[src/rtl/tick_cmp_timer.sv]
module tick_cmp_timer #(
  parameter int CNT_W    = 64,
  parameter int SRC_KIND = 0
) (
  input  logic             clk,
  input  logic             rst_n,
  input  logic             tick_en,
  input  logic             cnt_wr,
  input  logic [CNT_W-1:0] cnt_wdata,
  output logic [CNT_W-1:0] cnt_rdata,
  input  logic             lim_wr,
  input  logic [CNT_W-1:0] lim_wdata,
  output logic [1:0]       softint_set,
  output logic             wake
);
  localparam int VW = CNT_W - 1;
  localparam logic [1:0] SET_BIT = (SRC_KIND == 0) ? 2'b01 : 2'b10;

  logic [VW-1:0] count, cmp;
  logic          npt, dis, armed, chk, overdue;
  logic          new_arm, fire;

  assign cnt_rdata = {npt, count};
  assign new_arm   = (lim_wdata[VW-1:0] != '0) && !lim_wdata[VW];
  assign fire      = armed && tick_en && !lim_wr && ((count == cmp) || overdue);

  always_ff @(posedge clk) begin
    if (!rst_n) begin
      count <= '0;
      npt   <= 1'b1;
    end else if (cnt_wr) begin
      count <= cnt_wdata[VW-1:0];
      npt   <= cnt_wdata[VW];
    end else if (tick_en) begin
      count <= count + 1'b1;
    end
  end

  always_ff @(posedge clk) begin
    if (!rst_n) begin
      cmp     <= '0;
      dis     <= 1'b1;
      armed   <= 1'b0;
      chk     <= 1'b0;
      overdue <= 1'b0;
    end else begin
      chk <= lim_wr;
      if (lim_wr) begin
        cmp     <= lim_wdata[VW-1:0];
        dis     <= lim_wdata[VW];
        armed   <= new_arm;
        overdue <= 1'b0;
      end else if (fire) begin
        armed   <= 1'b0;
        overdue <= 1'b0;
      end else if (chk && armed && (count > cmp)) begin
        overdue <= 1'b1;
      end
    end
  end

  always_ff @(posedge clk) begin
    if (!rst_n) begin
      softint_set <= 2'b00;
      wake        <= 1'b0;
    end else begin
      softint_set <= fire ? SET_BIT : 2'b00;
      wake        <= fire;
    end
  end

  p_cnt_load_r1: assert property (@(posedge clk) disable iff (!rst_n)
    cnt_wr |=> cnt_rdata == $past(cnt_wdata));

  p_tick_step_r3: assert property (@(posedge clk) disable iff (!rst_n)
    (tick_en && !cnt_wr) |=> count == $past(count) + 1'b1);

  p_idle_hold_r3: assert property (@(posedge clk) disable iff (!rst_n)
    (!tick_en && !cnt_wr) |=> $stable(cnt_rdata));

  p_no_arm_r5: assert property (@(posedge clk) disable iff (!rst_n)
    (lim_wr && !new_arm) |=> !armed);

  p_onehot_r6: assert property (@(posedge clk) disable iff (!rst_n)
    $onehot0(softint_set));

  p_wake_pair_r6: assert property (@(posedge clk) disable iff (!rst_n)
    (softint_set != 2'b00) == wake);

  p_one_shot_r6: assert property (@(posedge clk) disable iff (!rst_n)
    wake |-> !armed);

  p_dis_quiet_r5: assert property (@(posedge clk) disable iff (!rst_n)
    dis |=> softint_set == 2'b00);
endmodule

[config.mk]
export PLATFORM = sky130hd
export DESIGN_NAME = tick_cmp_timer
export DESIGN_NICKNAME = d
export VERILOG_FILES = /design/src/rtl/tick_cmp_timer.sv
export SDC_FILE = /design/constraint.sdc
export NUM_CORES = 1
export LEC_CHECK = 0
export BUFFER_PORTS_ARGS = -buffer_cell sky130_fd_sc_hd__buf_2
export CAP_MARGIN = 10
export CORE_MARGIN = 10
export CORE_UTILIZATION = 49
export CTS_CLUSTER_DIAMETER = 150
export CTS_CLUSTER_SIZE = 20
export DETAILED_ROUTE_END_ITERATION = 7
export GPL_ROUTABILITY_DRIVEN = 1
export PLACE_DENSITY = 0.8
export SLEW_MARGIN = 25
export SYNTH_ARGS = -nofsm -noshare
export SYNTH_HDL_FRONTEND = slang
export SYNTH_SLANG_ARGS = --single-unit
[constraint.sdc]
create_clock -name clk -period 1.97 [get_ports clk]
set_input_delay 0.197 -clock clk [delete_from_list [all_inputs] [get_ports clk]]
set_output_delay 0.197 -clock clk [all_outputs]
set_load 0.01 [all_outputs]
Yosys cells after proc, flatten, opt, wreduce, memory -nomap -nowiden:

Index checks and enable logic that the tools add are counted.

* equality and inequality tests: 1
* order comparisons: 1
* multiplexer cells: 5
* bitwise operators: 1
* add/sub/neg operators: 1
* reduce and logical (&&, ||, !) cells: 13

Operators with widths (number)
* 63-bit two-way mux: 2
* 63-bit by 1-bit adder with 63-bit output, second input constant: 1
* 63-bit equality test: 1
* 63-bit greater-than comparator: 1
* 63-bit nonzero test: 1
* 1-bit logical AND: 6
* 2-bit nonzero test: 2
* 1-bit two-way mux: 3
* 3-bit OR reduction: 1
* 1-bit logical NOT: 2
* 1-bit logical OR: 1
* 1-bit inverter: 1

* register bits after elaboration: 133
* output and inout bits: 67

Depth between registers and ports, before layout:

* depth in word-level cells: 5
* gate-level depth with buffers: 9
* gate-level depth less buffers: 8

Worst setup path after synthesis:

OpenSTA, ideal clock, no wires.

* kind: register -> register
* start point: register count[38]
* end point: register count[59]
* period minus slack after synthesis: 2024 ps
* cell stages (with the launch flop): 7
* library setup time: 122 ps
* path buffers: 0
* arrival: 1902 ps
* setup slack: -54 ps
* path through: dfxtp_1 > and4_1 > nand4_2 > nor4_2 > nand2_2 > mux2i_1 > a311o_1

* cells in the longest elaborated chain, start to end: 3

RTL lines
* start, declared: line 19 `logic [VW-1:0] count, cmp;`
* start signal, assigned: line 32 `count <= cnt_wdata[VW-1:0];`
* start signal, assigned: line 35 `count <= count + 1'b1;`
* 63-bit by 1-bit adder with 63-bit output: line 35
* 63-bit two-way mux: line 34 `end else if (tick_en) begin`
* 63-bit two-way mux: line 31 `end else if (cnt_wr) begin`

Every way passes these cells. The select of a mux whose other input is x is not followed.
A chain may end at the register's enable or synchronous reset.

Worst setup path after layout:

* start point: register count[16]
* end point: register count[42]

The elaborated chain is that of the path after synthesis.

==> summary.md <==
| Metric | Value |
|---|---|
| Status | `complete, but fails checks` |
| Violated checks | `negative hold slack, negative setup slack` |
| R2R depth | `8` |
| Clock latency on the worst-skew pair | `approximately 440 ps` |
| Layout Utilization | `0.696` |
| Clock power share | `0.399` |
| FF-to-FF setup slack | `-90 ps` |
| Syn_nets | `1135` |
| Drt total wl | `28300 µm` |
| CP Class | `reg -> reg` |
| Synth Warn # | `0` |
| Final slew viol count | `0` |
| Post-synth cell types | `58` |
| Min-delay src | `cnt_wdata[10]` |
| Vias after detailed routing | `~8300` |
| Minimum clock period | `2060 ps` |
| Root Driver | `clkbuf_16` |
| Post-Syn Area | `0.00802 mm²` |
| Final ANT Viol Nets | `0` |
| Crit path from | `count[16]` |
| Worst-path clk slew | `60 ps` |
| Routed len/inst | `19.3 µm` |
| Most common cell after layout, fill and taps aside | `buf_2` |
| Drt drc | `0` |
| Largest net degree at the start of global routing | `68` |
| TritonRoute pass-1 iters | `5` |
| Peak supply drop | `roughly 0.75 mV` |
| HP Class | `in -> reg` |
| Sw frac | `0.288` |
| Final Net Count | `1434` |
| Pint | `around 5.5 mW` |
| Worst R2R Start | `count[16]` |
| Crit path arrival time | `2420 ps` |
| Die ar. | `0.0219 mm²` |
| DR iter-0 viols | `700` |
| Post-DR vias/cell | `5.69` |
| CTS buffer count | `17` |
| CP Launch Type | `register` |
| Row Count | `46` |
| Worst-margin pin slew | `609 ps` |
| Leakage | `5.15 nW` |
| Rel. slew slack | `0.594` |
| Sw power | `2.22 mW` |
| Dpl hpwl | `20400 µm` |
| Synthesized netlist cell count | `between 900 and 1000` |
| H-tree depth | `4` |
| Unrepaired setup endpoints after global routing | `yes` |
| Pre-CTS setup slack | `-122 ps` |
| Mapped Avg Cell Area | `8.55 µm²` |
| Combinational power share | `0.215` |
| Global-route wire length before repair | `43200 µm` |
| Share of cells above drive strength 1 | `0.356` |
| Syn-to-layout area delta | `38.3%` |
| Final period util | `1.05` |
| CTS Sinks | `131` |
| Pwr Density | `695 mW/mm²` |
| Critical Path RT | `2330 ps` |
| Setup Viol. Count Final | `8` |
| Fin Hold WS | `-0.0299 ps` |
| Yosys reg bits | `roughly 130` |
| Die H | `148 µm` |
| Share of power burned in registers | `0.385` |
| Clk buf depth | `2` |
| Clk_skew | `9.25 ps` |
| Seq/Total Area, Yosys | `0.327` |
| CP endpoint kind | `register` |
| Hold Path Sink | `count[10]` |
| Initial Util | `0.503` |
| EDFF count, synth | `0` |
| I/O Buffers | `198` |
| Die Width | `148 µm` |
| Max Cap Viol | `0` |
| Post-synth top flop | `dfxtp_1` |
| Core area | `0.0159 mm²` |
| GRT Total Usage | `0.243` |
| Fill count | `roughly 1200` |
| Hold depth | `2` |
| Initial antenna violation count | `2` |
| CTS tree | `yes` |
| Final hold viol count | `1` |
| I/O Pins | `200` |
| Total grt overflow | `0` |
| Gpl congestion | `0.932` |
| Ys async rst share | `0` |
| Most frequent cells in the layout | `buf_2, buf_4, dfxtp_1, mux2i_1, nor2b_1` |
| Vias in the first global route | `8291` |
| CP Max Fanout | `6` |
| Maximum clock rate | `0.485 GHz` |
| Setup WS post-layout | `-92.2 ps` |
| R2R Path End | `count[42]` |
[registers in the layout, indices dropped and copies added (netlist names)]
signal	cells
cmp	63
count	63
armed	1
chk	1
npt	1
overdue	1
wake	1
[critical path, stage by stage (launching register included)]
cell     delay [ps]
dfxtp_4         370
and4_4          230
nand3_4         130
nor4_4          330
buf_4           190
nand4_4         110
buf_6           160
or3_1           300
a31oi_1         160
[cell families after synthesis]
family	share of synthesized area
adders and majority gates	0.0999
AOI/OAI and AO/OA	0.117
muxes	0.0889
DFF	0.327
other	0.000468
buffers and inverters	0.0598
xor gates and xnor gates	0.0404
and+or+nand+nor	0.266
[power by group through the flow]
| stage | sequential (mW) | combinational (mW) | clock, mW |
|---|---|---|---|
| 5_1_grt | 2.99 | 1.81 | 3.21 |
| 6_report | 2.97 | 1.66 | 3.08 |
| 3_3_place_gp | 3.00 | 1.48 | 0 |
| 4_1_cts | 2.96 | 1.60 | 3.08 |
| 2_1_floorplan | 3.08 | 0.748 | 0 |
| 3_5_place_dp | 3.01 | 1.52 | 0 |
[synthesized netlist by cell type, types with 3 or more instances]
library cell / instances / share of area
a211oi_1: 8 / 0.0075
a21oi_1: 46 / 0.029
a311o_1: 3 / 0.0037
a31oi_1: 4 / 0.0031
a32oi_1: 8 / 0.0087
and2_1: 13 / 0.010
and3_1: 17 / 0.013
and4_1: 14 / 0.015
buf_1: 4 / 0.0019
buf_2: 5 / 0.0031
buf_4: 4 / 0.0037
clkbuf_1: 37 / 0.017
dfxtp_1: 131 / 0.33
ha_1: 64 / 0.10
inv_1: 71 / 0.033
mux2i_1: 69 / 0.086
nand2_1: 62 / 0.029
nand2b_1: 6 / 0.0047
nand3_1: 46 / 0.029
nand4_1: 42 / 0.033
nor2_1: 24 / 0.011
nor2b_1: 65 / 0.051
nor3_1: 19 / 0.012
nor3b_1: 4 / 0.0037
nor4_1: 20 / 0.016
nor4b_1: 3 / 0.0033
o211a_1: 13 / 0.016
o211ai_1: 3 / 0.0028
o21a_1: 3 / 0.0028
o21ai_0: 52 / 0.032
o31ai_1: 3 / 0.0028
or3_1: 8 / 0.0062
xnor2_1: 12 / 0.013
xor2_1: 25 / 0.027
[worst max-delay path by stage]
stage / depth (start not counted) / endpoint
after floorplan: 8 / count[52]
after global placement: 9 / overdue
after detailed placement: 9 / armed
after CTS: 9 / armed
after global routing: 9 / armed
final: 8 / count[42]
[timing repair]
item / in CTS / in global routing
gates cloned: 0 / 2
endpoints found under the setup margin: 18 / 28
hold buffers: 7 / 0
pin swaps: 20 / 29
gates resized for setup: 35 / 50
endpoints found under the hold margin: 7 / 0
buffers inserted: 3 / 10
[metal layers]
layer | vias to the layer above | part of all wire | track usage
met4 | 0 | 0.031 | 0.109
met1 | 3951 | 0.42 | 0.298
met3 | 62 | 0.069 | 0.0549
met2 | 349 | 0.48 | 0.399
li1 | 3986 | - | -
met5 | - | 0 | 0
[area by class of cell]
class	instances	area (µm²)	area share
diodes	3	7.51	0.000677
inverters	72	270	0.0244
flip-flops and latches	131	2670	0.241
clock inverters	5	50.0	0.00451
clock buffers	26	509	0.0459
repair buffers	329	2070	0.186
multi-input cells	686	5250	0.473
well taps	216	270	0.0244
[through the flow]
stage	total power [mW]	TNS, ps	hold slack (ps)	std cells	cell area, µm²
after CTS	7.64	-60.4	1.23	1453	10800
after detailed placement	4.53	-346	404	1412	9970
after global routing	8.01	-1290	2.41	1467	11100
final	7.71	-461	-0.0299	1468	11100
after floorplan	3.83	0	299	938	8060
after global placement	4.47	-135	387	1412	9970
Power figures use the tool's default switching activity.
